### src/rtl/exp_pkg.sv
package exp_pkg;
    localparam int STAGES_DEFAULT = 8;
    localparam int CHAIN_DEFAULT  = 2;

    typedef enum logic {
        EDGE_LOW  = 1'b0,
        EDGE_HIGH = 1'b1
    } edge_state_t;
endpackage

### src/rtl/exp_sync2.sv
module exp_sync2 #(
    parameter logic RST_VAL = 1'b0
) (
    input  logic clk,
    input  logic rst_n,
    input  logic d,
    output logic q
);
    logic meta_q;
    logic sync_q;

    always_ff @(posedge clk or negedge rst_n) begin
        if (!rst_n) begin
            meta_q <= RST_VAL;
            sync_q <= RST_VAL;
        end else begin
            meta_q <= d;
            sync_q <= meta_q;
        end
    end

    assign q = sync_q;
endmodule

### src/rtl/exp_edge_fsm.sv
module exp_edge_fsm
    import exp_pkg::*;
(
    input  logic clk,
    input  logic rst_n,
    input  logic level,
    output logic pulse
);
    edge_state_t state_q;
    edge_state_t state_d;

    always_comb begin
        state_d = state_q;
        unique case (state_q)
            EDGE_LOW:  if (level)  state_d = EDGE_HIGH;
            EDGE_HIGH: if (!level) state_d = EDGE_LOW;
            default:   state_d = EDGE_LOW;
        endcase
    end

    always_ff @(posedge clk or negedge rst_n) begin
        if (!rst_n) state_q <= EDGE_LOW;
        else        state_q <= state_d;
    end

    always_comb begin
        pulse = 1'b0;
        unique case (state_q)
            EDGE_LOW:  pulse = level;
            EDGE_HIGH: pulse = 1'b0;
            default:   pulse = 1'b0;
        endcase
    end

    assert_pulse_single_R8: assert property (@(posedge clk) disable iff (!rst_n)
        pulse |=> !pulse);
endmodule

### src/rtl/exp_shift_core.sv
module exp_shift_core #(
    parameter int WIDTH = 8
) (
    input  logic             clk,
    input  logic             rst_n,
    input  logic             din,
    input  logic             shift_pulse,
    input  logic             clr,
    output logic [WIDTH-1:0] stages,
    output logic             dout
);
    always_ff @(posedge clk or negedge rst_n) begin
        if (!rst_n)          stages <= '0;
        else if (clr)        stages <= '0;
        else if (shift_pulse) stages <= {stages[WIDTH-2:0], din};
    end

    assign dout = stages[WIDTH-1];

    assert_clear_zero_R5: assert property (@(posedge clk) disable iff (!rst_n)
        clr |=> (stages == '0));
    assert_no_move_R1: assert property (@(posedge clk) disable iff (!rst_n)
        (!shift_pulse && !clr) |=> $stable(stages));
endmodule

### src/rtl/exp_hold_out.sv
module exp_hold_out #(
    parameter int WIDTH = 8
) (
    input  logic             clk,
    input  logic             rst_n,
    input  logic             load,
    input  logic             clr,
    input  logic [WIDTH-1:0] shift_val,
    input  logic             oe_n,
    output logic [WIDTH-1:0] par_out,
    output logic [WIDTH-1:0] par_oe
);
    logic [WIDTH-1:0] hold_q;

    always_ff @(posedge clk or negedge rst_n) begin
        if (!rst_n)    hold_q <= '0;
        else if (load) hold_q <= clr ? '0 : shift_val;
    end

    assign par_oe  = {WIDTH{~oe_n}};
    assign par_out = hold_q & par_oe;

    assert_hold_stable_R3: assert property (@(posedge clk) disable iff (!rst_n)
        !load |=> $stable(hold_q));
    assert_clear_store_R6: assert property (@(posedge clk) disable iff (!rst_n)
        (load && clr) |=> (hold_q == '0));
endmodule

### src/rtl/expander_chain.sv
module expander_chain
    import exp_pkg::*;
#(
    parameter int WIDTH = STAGES_DEFAULT,
    parameter int NDEV  = CHAIN_DEFAULT
) (
    input  logic                  clk,
    input  logic                  rst_n,
    input  logic                  ser_in,
    input  logic                  shift_stb,
    input  logic                  store_stb,
    input  logic                  clear_n,
    input  logic                  oe_n,
    output logic [WIDTH*NDEV-1:0] par_out,
    output logic [WIDTH*NDEV-1:0] par_oe,
    output logic                  ser_out
);
    localparam int NBITS = WIDTH * NDEV;

    logic shift_lvl, store_lvl, clear_lvl_n;
    logic shift_pulse, store_pulse, clr;
    logic [NDEV:0] link;
    logic [NBITS-1:0] stages_all;

    exp_sync2 #(.RST_VAL(1'b0)) u_sync_shift (
        .clk(clk), .rst_n(rst_n), .d(shift_stb), .q(shift_lvl));
    exp_sync2 #(.RST_VAL(1'b0)) u_sync_store (
        .clk(clk), .rst_n(rst_n), .d(store_stb), .q(store_lvl));
    exp_sync2 #(.RST_VAL(1'b1)) u_sync_clear (
        .clk(clk), .rst_n(rst_n), .d(clear_n), .q(clear_lvl_n));

    exp_edge_fsm u_edge_shift (
        .clk(clk), .rst_n(rst_n), .level(shift_lvl), .pulse(shift_pulse));
    exp_edge_fsm u_edge_store (
        .clk(clk), .rst_n(rst_n), .level(store_lvl), .pulse(store_pulse));

    assign clr     = ~clear_lvl_n;
    assign link[0] = ser_in;

    for (genvar k = 0; k < NDEV; k++) begin : g_dev
        exp_shift_core #(.WIDTH(WIDTH)) u_shift (
            .clk        (clk),
            .rst_n      (rst_n),
            .din        (link[k]),
            .shift_pulse(shift_pulse),
            .clr        (clr),
            .stages     (stages_all[WIDTH*k +: WIDTH]),
            .dout       (link[k+1])
        );
        exp_hold_out #(.WIDTH(WIDTH)) u_hold (
            .clk      (clk),
            .rst_n    (rst_n),
            .load     (store_pulse),
            .clr      (clr),
            .shift_val(stages_all[WIDTH*k +: WIDTH]),
            .oe_n     (oe_n),
            .par_out  (par_out[WIDTH*k +: WIDTH]),
            .par_oe   (par_oe[WIDTH*k +: WIDTH])
        );
    end

    assign ser_out = link[NDEV];

    if (NDEV > 1) begin : g_link_chk
        assert_chain_link_R1: assert property (@(posedge clk) disable iff (!rst_n)
            (shift_pulse && !clr) |=> (stages_all[WIDTH] == $past(stages_all[WIDTH-1])));
    end

    assert_oe_gate_R7: assert property (@(posedge clk) disable iff (!rst_n)
        oe_n |-> (par_oe == '0 && par_out == '0));
    assert_serial_clear_R5: assert property (@(posedge clk) disable iff (!rst_n)
        clr |=> !ser_out);
endmodule

### config.mk
export PLATFORM = sky130hd
export DESIGN_NAME = expander_chain
export DESIGN_NICKNAME = d
export VERILOG_FILES = /design/src/rtl/exp_pkg.sv /design/src/rtl/exp_sync2.sv /design/src/rtl/exp_edge_fsm.sv /design/src/rtl/exp_shift_core.sv /design/src/rtl/exp_hold_out.sv /design/src/rtl/expander_chain.sv
export SDC_FILE = /design/constraint.sdc
export NUM_CORES = 1
export LEC_CHECK = 0
export CAP_MARGIN = 20
export CORE_ASPECT_RATIO = 1.25
export CORE_MARGIN = 2
export CORE_UTILIZATION = 40
export CTS_CLUSTER_DIAMETER = 60
export DETAILED_ROUTE_END_ITERATION = 8
export PLACE_DENSITY = 0.66
export SETUP_SLACK_MARGIN = 0.4
export SLEW_MARGIN = 30
export SYNTH_ARGS = -nofsm -noshare
export SYNTH_HDL_FRONTEND = slang
export SYNTH_SLANG_ARGS = --single-unit
export TNS_END_PERCENT = 1
### constraint.sdc
create_clock -name clk -period 1.8 [get_ports clk]
set_input_delay 0.36 -clock clk [delete_from_list [all_inputs] [get_ports clk]]
set_output_delay 0.36 -clock clk [all_outputs]
set_load 0.01 [all_outputs]
# == Word level (Yosys, flattened, before mapping) ==
# Index checks and enable logic that the tools add are counted.
# totals
ff_bits,40
in_bits,7
out_inout_bits,33
elab_cells,28
# classes
n_eq_ne,1
mux,10
bitwise,5
# op_table
op,count
$mux 8,6
$and 8x8->8,2
$pmux 1 s2,2
$not 1->1,3
$mux 1,2
$ne 2x1->1 const B,1

# == Logic depth before layout (Yosys ltp) ==
# Gate-level depths: netlist (run 1).
# logic_depth
depth_word,4
mapped_depth,4
ltp_nobuf,2

# == Hierarchy ==
# A second synthesis (run 1) with hierarchy kept.
# unflattened
hier_cells,165
area_unflattened_um2,1762.9
# by_module_without_submodules
mod,instances,cells_per_inst,area_per_inst_um2,seq_area_each_um2
exp_hold_out,2,50,431.7,200.2
exp_shift_core,2,27,332.8,200.2
exp_sync2 at u_sync_shift ...,2,2,50.0,50.0
exp_edge_fsm,2,2,38.8,25.0
exp_sync2 at u_sync_clear,1,2,52.6,52.6
expander_chain,1,1,3.8,0.0

# == Least setup slack after synthesis (run 1) ==
# No wires, ideal clock.
# synth_path
kind,input to output
start,input port oe_n
end,output port par_oe[10]
arrival_time_ns,1.163
required_ns,1.440
path_slack_ns,0.277
stages,4
path_buffers,3
path_cell_list,buf_2 -> buf_2 -> inv_1 -> buf_4
# synth_via
elab_chain_len,1
# synth_lines
item,line,source
start: declaration,expander_chain.sv:13,"input logic oe_n,"
$not 1->1,n/a,
end: declaration,expander_chain.sv:15,"output logic [WIDTH*NDEV-1:0] par_oe,"
# No other way between the ends.

# == Worst setup path after layout (run 1) ==
# layout_path
start,input port oe_n
end,output port par_out[11]
# layout_via
elab_chain_len,2
# layout_lines
item,line,source
$not 1->1,exp_hold_out.sv:20,assign par_oe = {WIDTH{~oe_n}};
$and 8x8->8,exp_hold_out.sv:21,assign par_out = hold_q & par_oe;
end: declaration,expander_chain.sv:14,"output logic [WIDTH*NDEV-1:0] par_out,"
# No other way between the ends.

==> impl_summary.log, run 1 <==
[metrics] outcome: finished, final reports clean
[metrics] port buffer count: 39
[metrics] met1 routed wirelength after detailed routing: 1212 µm
[metrics] delay of the slowest critical-path stage: 0.26 ns
[metrics] CP Data Arrival Time: 1.07 ns
[metrics] most common cell type on the critical path: sky130_fd_sc_hd__buf_4
[metrics] Reg area: 1003 µm²
[metrics] peak supply drop: 0.4981 mV
[metrics] Seq/Total Area, Yosys: 57.78%
[metrics] DR WL/cell: 12.80 µm
[metrics] crit path cell chain: buf_4 > buf_4 > nor2_1 > clkdlybuf4s15_1
[metrics] FF-to-FF setup slack: 0.52 ns
[metrics] CP Class: primary input to output port
[metrics] y dimension of the die: 77.67 µm
[metrics] x dimension of the die: 62.94 µm
[metrics] TritonCTS clock tree: done
[metrics] simple-gate area share of the yosys netlist: 8.718%
[metrics] yosys warns: 0
[metrics] length of routed met2 wiring: 1550 µm
[metrics] multiplexer area fraction after synthesis: 18.44%
[metrics] remaining max-slew budget at the tightest pin: 56.47%
[metrics] fill cell total of the finished layout: 394
[metrics] initial antenna violation count: 0
[metrics] worst reg2reg path startpoint: u_edge_store.state_q
[metrics] mean instance size in the synthesized netlist: 11.81 µm²
[metrics] routed wire length: 3007 µm
[metrics] number of nets in the layout: 185
[metrics] Setup TNS Final: 0 ns
[metrics] logic depth of the worst register-to-register path: 2
[metrics] detailed-route via count: 1,078
[metrics] first-pass iteration count of the detailed router: 4
[metrics] detailed-route vias per instance: 4.587
[metrics] most frequent cells in the layout: sky130_fd_sc_hd__dfrtp_1, sky130_fd_sc_hd__mux2i_1, sky130_fd_sc_hd__dlygate4sd2_1
[metrics] element type at the critical path start: primary input
[metrics] floorplan core area: 4131 µm²
[metrics] Synth cell types: 11
[metrics] arithmetic-cell share of the synthesized area counting full adders, half adders and majority gates: 0%
[metrics] leakage power: 1.057 nW
[metrics] non-filler cells in the finished layout: 235
[metrics] placed standard-cell area: 2033 µm²
[metrics] Worst Tran Pin Value: 0.6515 ns
[metrics] num rows: 26
[metrics] required time of the critical path: 1.44 ns
[metrics] final estimated routing congestion in global placement: 0.7153
[metrics] leftover overflow at the end of global routing: 0
[metrics] post-synthesis cell area: 1737 µm²
[metrics] area of the multi-input gates: 471.7 µm²
[metrics] unrepaired setup endpoints after global routing: true
[metrics] vias in the first global route: 1,132
[metrics] met3 wirelength from detailed routing: 181 µm
[metrics] CTS HTree Levels: 2
[metrics] post-synthesis share of cell area spent on xor and xnor gates: 0%
[metrics] Period Utilization, post-route: 79.27%
[metrics] synthesis-to-layout area growth: 21.83%
[metrics] number of nets produced by synthesis: 154
[metrics] clk sinks: 40
[metrics] Max Freq: 700.9 MHz
[metrics] final worst setup slack: 0.3732 ns
[metrics] Setup WS pre-CTS: -0.3219 ns
[metrics] top fanout value on the critical path: 8
[metrics] initial cell density of the core: 42.04%
[metrics] total power divided by cell area: 782.0 nW/µm²
[metrics] number of primary I/O pins: 40
[metrics] number of design rule violations left after detail routing: 0
[metrics] total instance count after detailed placement: 222
[metrics] highest routed metal layer: met4
[metrics] wire length of the first global-routing pass: 5112 µm
[metrics] number of cells produced by synthesis: 147
[metrics] post-layout instance area: 2116 µm²
[metrics] worst min path class: primary input to asynchronous set/reset pin
[metrics] Setup crit end kind: output port
[metrics] ANT cells: 0
[metrics] dominant combinational cell family by area after synthesis: multiplexers
[metrics] final number of setup-violating endpoints: 0
[metrics] number of hold violations in the final report: 0
[metrics] Clock Pin Slew Worst Setup and Hold Paths: 0.07 ns
[metrics] largest buffer count on any clock path: 2
[metrics] number of violations of the max-capacitance limit: 0
[metrics] cell chosen for the clock root: sky130_fd_sc_hd__clkbuf_8
[metrics] final worst hold slack: 0.008997 ns
[metrics] share of the synthesized area in compound gates (AO/OA/AOI/OAI): 0%
[metrics] ratio of cells with drive above 1 in the final layout: 12.29%
[metrics] Tmin final: 1.427 ns
[metrics] library cell contributing the largest single delay on the critical path: sky130_fd_sc_hd__clkdlybuf4s15_1
[metrics] overall die area: 4888 µm²
[metrics] clock latency reported for the late side of the worst-skew pair: 0.29 ns
[metrics] remaining antenna violation count: 0
[metrics] maximum number of pins on one net before global-route repair: 23
[metrics] register bit count reported by yosys: 40
[metrics] endpoint of the most critical register-to-register path: g_dev[0].u_hold.hold_q[4]
[metrics] clock buffers created by TritonCTS: 5
[metrics] Final Slew Violations: 0
[metrics] most common cell after layout, fill and taps aside: sky130_fd_sc_hd__dfrtp_1
[metrics] Initial DRC Count: 32
[metrics] final worst clock skew: 0.003509 ns
[metrics] HPWL after detailed placement: 2045 µm
[metrics] total routing resource utilization after global routing: 13.70%
[cells in the mapped netlist]
master                    number  area share (%)
sky130_fd_sc_hd__buf_12        2             2.3
sky130_fd_sc_hd__buf_2         3            0.86
sky130_fd_sc_hd__buf_4        16             6.9
sky130_fd_sc_hd__buf_6         2             1.3
sky130_fd_sc_hd__dfrtp_1      38              55
sky130_fd_sc_hd__dfstp_2       2             3.0
sky130_fd_sc_hd__inv_1        17             3.7
sky130_fd_sc_hd__mux2i_1      32              18
sky130_fd_sc_hd__nand2_1      17             3.7
sky130_fd_sc_hd__nor2_1       16             3.5
sky130_fd_sc_hd__nor2b_4       2             1.6
[worst max-delay path by stage]
| stage | start | to | slack [ns] | cells past startpoint |
|---|---|---|---|---|
| after detailed placement | oe_n | par_out[13] | -0.32 | 4 |
| after CTS | oe_n | par_oe[0] | 0.32 | 4 |
| after floorplan | oe_n | par_oe[10] | 0.33 | 4 |
| after global routing | g_dev[1].u_hold.hold_q[4] | par_out[12] | 0.33 | 3 |
| after global placement | oe_n | par_out[11] | -0.33 | 4 |
| final | oe_n | par_out[11] | 0.37 | 4 |
[sequential cells by signal (all words and copies together) (netlist names)]
signal,count
u_edge_store.state_q,1
g_dev.u_hold.hold_q,16
g_dev.u_shift.stages,16
u_edge_shift.state_q,1
u_sync_clear.meta_q,1
u_sync_store.q,1
u_sync_shift.meta_q,1
u_sync_clear.q,1
u_sync_store.meta_q,1
u_sync_shift.q,1
[critical path: cells and delay by family]
kind	cells	cell delay (ns)
buf+inv	3	0.57
simple gates	1	0.13
[cell type report]
type / instances / share of cell area, %
clock buffers: 8 / 4.258
inverters: 17 / 3.193
multi-input cells: 67 / 22.29
flip-flops and latches: 40 / 47.43
well taps: 56 / 3.312
repair buffers: 46 / 19.16
repair inverters: 1 / 0.3548
[through the flow]
step | util, % | power, mW
6_report | 51.21 | 1.655
5_1_grt | 51.21 | 1.726
4_1_cts | 51.24 | 1.682
3_5_place_dp | 49.21 | 1.080
3_3_place_gp | 49.21 | 1.077
2_1_floorplan | - | 1.035
[routing by layer]
metal  up-vias  GRT usage, %
li1        499             -
met1       536         15.51
met2        36         23.40
met3         7         3.188
met4         0         8.000
met5         -             0
[timing repair]
item	CTS	global route
gates resized for setup	41	4
setup buffers	4	0
cloned	1	0
hold buffers	0	0
setup endpoints to repair	33	28
[cells by family (layout without fill, tap and decap cells)]
logic type	after synthesis	count (layout)
DFF	40	40
muxes	32	32
and+or+nand+nor	35	35
buffers and inverters	40	72
[power breakdown]
| part | leakage [nW] | total, mW | internal (mW) | switching [mW] |
|---|---|---|---|---|
| clock | 0.0455 | 0.601 | 0.312 | 0.289 |
| sequential | 0.537 | 0.923 | 0.913 | 0.0102 |
| combinational | 0.474 | 0.131 | 0.0607 | 0.0700 |
No activity file was read; power rests on OpenSTA's default activity.
==> inputs of run 2 (changes only) <==
--- a/config.mk
+++ b/config.mk
@@ -11,7 +11,7 @@
 export CORE_UTILIZATION = 40
 export CTS_CLUSTER_DIAMETER = 60
 export DETAILED_ROUTE_END_ITERATION = 8
-export PLACE_DENSITY = 0.66
+export PLACE_DENSITY = 0.69
 export SETUP_SLACK_MARGIN = 0.4
 export SLEW_MARGIN = 30
 export SYNTH_ARGS = -nofsm -noshare
==> constraint.sdc (replaced) <==
create_clock -name clk -period 1.2 [get_ports clk]
set_input_delay 0.24 -clock clk [delete_from_list [all_inputs] [get_ports clk]]
set_output_delay 0.24 -clock clk [all_outputs]
set_load 0.01 [all_outputs]
==> impl_summary.log, run 2 (synthesized netlist as in run 1, its figures left out) <==
[metrics] logic depth of the worst register-to-register path: 2 (unchanged)
[metrics] CTS HTree Levels: 2 (unchanged)
[metrics] remaining antenna violation count: 0 (unchanged)
[metrics] number of hold violations in the final report: 0 (unchanged)
[metrics] crit path cell chain: nand2_1 > mux2i_1
[metrics] Tmin final: 1.157 ns
[metrics] y dimension of the die: 77.67 µm (unchanged)
[metrics] CP Class: flip-flop to flip-flop
[metrics] peak supply drop: 0.9688 mV (+95%)
[metrics] initial cell density of the core: 42.04% (unchanged)
[metrics] number of violations of the max-capacitance limit: 0 (unchanged)
[metrics] wire length of the first global-routing pass: 5216 µm (+2.0%)
[metrics] Final Slew Violations: 0 (unchanged)
[metrics] number of primary I/O pins: 40 (unchanged)
[metrics] number of design rule violations left after detail routing: 0 (unchanged)
[metrics] FF-to-FF setup slack: 0.04 ns (-0.48 ns)
[metrics] vias in the first global route: 1,075 (-5.0%)
[metrics] clock latency reported for the late side of the worst-skew pair: 0.29 ns (about the same)
[metrics] remaining max-slew budget at the tightest pin: 85.52% (+29 points)
[metrics] Initial DRC Count: 15 (-53%)
[metrics] clock network fraction of total power: 41.9% (+5.6 points)
[metrics] leftover overflow at the end of global routing: 0 (unchanged)
[metrics] floorplan core area: 4131 µm² (unchanged)
[metrics] detailed-route via count: 1,064 (-1.3%)
[metrics] final number of setup-violating endpoints: 0 (unchanged)
[metrics] final worst setup slack: 0.04257 ns (-0.3306 ns)
[metrics] combinational power share: 9.0% (+1.1 points)
[metrics] number of nets in the layout: 194 (+4.9%)
[metrics] DR WL/cell: 12.98 µm (+1.5%)
[metrics] leakage power: 1.132 nW (+7.1%)
[metrics] most frequent cells in the layout: sky130_fd_sc_hd__dfrtp_1, sky130_fd_sc_hd__mux2i_1, sky130_fd_sc_hd__buf_6
[metrics] clock buffers created by TritonCTS: 5 (unchanged)
[metrics] outcome: finished, final reports clean
[metrics] largest buffer count on any clock path: 2 (unchanged)
[metrics] cell internal pwr: 2.239 mW (+74%)
[metrics] worst min path class: primary input to flip-flop
[metrics] detailed-route vias per instance: 4.361 (-4.9%)
[metrics] maximum number of pins on one net before global-route repair: 41 (+78%)
[metrics] element type at the critical path start: flip-flop
[metrics] final worst clock skew: 0.006352 ns (+0.002843 ns)
[metrics] CP Data Arrival Time: 1.36 ns (+0.29 ns)
[metrics] fraction of power consumed by sequential logic: 49.1% (-6.7 points)
[metrics] required time of the critical path: 1.40 ns (-0.04 ns)
[metrics] Worst Hold Launch: clear_n
[metrics] total routing resource utilization after global routing: 13.99% (+0.29 points)
[metrics] TritonCTS clock tree: done
[metrics] most common cell after layout, fill and taps aside: sky130_fd_sc_hd__dfrtp_1
[metrics] initial antenna violation count: 0 (unchanged)
[metrics] HPWL after detailed placement: 2017 µm (-1.4%)
[metrics] net switching share of the total power: 20.76% (-1.5 points)
[metrics] first-pass iteration count of the detailed router: 4 (unchanged)
[metrics] worst setup path startpoint: u_sync_clear.q
[metrics] Clock Pin Slew Worst Setup and Hold Paths: 0.07 ns (about the same)
[metrics] final estimated routing congestion in global placement: 0.7309 (+2.2%)
[metrics] worst reg2reg path startpoint: u_sync_clear.q
[metrics] Period Utilization, post-route: 96.45%
[metrics] port buffer count: 39 (unchanged)
[metrics] synthesis-to-layout area growth: 31.63%
[metrics] Hold Crit Depth: 1
[metrics] top fanout value on the critical path: 17 (+9)
[metrics] delay-heaviest family, CP: flip-flops
[metrics] overall die area: 4888 µm² (unchanged)
[metrics] routed wire length: 3168 µm (+5.4%)
[metrics] cell chosen for the clock root: sky130_fd_sc_hd__clkbuf_8
[metrics] P_sw: 586.7 µW (+59%)
[metrics] Crit path buffers/inverters: 0 (-3)
[metrics] x dimension of the die: 62.94 µm (unchanged)
[metrics] endpoint of the most critical register-to-register path: g_dev[1].u_hold.hold_q[4]
[metrics] Setup WS pre-CTS: -0.6754 ns (-0.3535 ns)
[metrics] delay of the slowest critical-path stage: 0.75 ns (+0.49 ns)
[metrics] clk sinks: 40 (unchanged)
[metrics] post-route total power: 2.826 mW (+71%)
[metrics] ratio of cells with drive above 1 in the final layout: 43.62% (+31 points)
[metrics] unrepaired setup endpoints after global routing: true
[metrics] registers with the most flip-flops: g_dev.u_hold.hold_q: 16 flops, g_dev.u_shift.stages: 16 flops
[metrics] total power divided by cell area: 1236 nW/µm² (+58%)
[metrics] library cell contributing the largest single delay on the critical path: sky130_fd_sc_hd__dfstp_4
[metrics] capture endpoint of the worst hold path: u_sync_clear.meta_q
[metrics] num rows: 26 (unchanged)
[metrics] Setup crit end kind: flip-flop
[metrics] Max Freq: 864.0 MHz
[metrics] ANT cells: 0 (unchanged)
[metrics] Worst Tran Pin Value: 0.2172 ns (-0.4344 ns)
run 2: cell count changes in the layout (fill, tap and decap cells not counted), moves of 12 or more:
cell	previous run	this run
sky130_fd_sc_hd__buf_2	1	18
sky130_fd_sc_hd__buf_6	0	20
sky130_fd_sc_hd__dlygate4sd2_1	30	0
sky130_fd_sc_hd__inv_1	16	4
sky130_fd_sc_hd__inv_2	0	12
run 2: worst max path at each step:
stage	slack [ns]	endpoint	cells past startpoint
after floorplan	-0.03	par_oe[10]	4
after global placement	-0.63	par_out[3]	4
after detailed placement	-0.68	par_oe[6]	3
after CTS	0.04	par_out[2]	3
after global routing	-0.03	g_dev[1].u_hold.hold_q[4]	2
final	0.04	g_dev[1].u_hold.hold_q[4]	2
run 2: cell type report:
class,instances,area [µm²]
fill,376,1846
sequential,40,1007
timing repair buffer,55,505.5
multi-input combinational,67,501.7
clock buffer,7,96.34
tap,56,70.07
inverter,17,67.56
clock inverter,1,30.03
timing repair inverter,1,7.507
run 2: layer usage:
layer  share of wire, %  GRT usage [%]
met5                  0              0
met3                5.7          5.072
met2                 51          22.98
met4                1.2          6.000
met1                 42          16.43
run 2: worst register-to-register path: cells and delay by family, from the launching register on:
| kind | cells | cell delay (ns) |
|---|---|---|
| simple gates | 1 | 0.14 |
| flops | 1 | 0.75 |
| mux | 1 | 0.18 |
run 2: power groups by stage:
stage                     clock network [mW]  logic [mW]  registers [mW]
final                                   1.18       0.254            1.39
after global placement                     0       0.221            1.41
after floorplan                            0       0.152            1.40
after global routing                    1.27       0.272            1.39
after detailed placement                   0       0.224            1.41
after CTS                               1.21       0.221            1.38
run 2: through the flow:
stage               std cells  instance area, µm²  setup TNS [ns]  hold slack (ns)  util, %
detailed placement        231                2126          -20.34           0.2249    51.45
CTS                       244                2203               0           0.3403    53.33
global route              244                2286        -0.06512           0.3450    55.33
finish                    244                2286               0           0.3476    55.33
floorplan                 147                1743         -0.3850         -0.05559        -
global placement          231                2126          -19.57           0.2194    51.45
run 2: repair_timing:
| action | CTS | global route |
|---|---|---|
| hold endpoints to repair | 38 | 0 |
| setup endpoints to repair | 65 | 65 |
| resized for setup | 98 | 86 |
| pin swaps | 1 | 17 |
| buffers inserted | 3 | 0 |
| hold buffers | 1 | 0 |
| cloned | 1 | 0 |
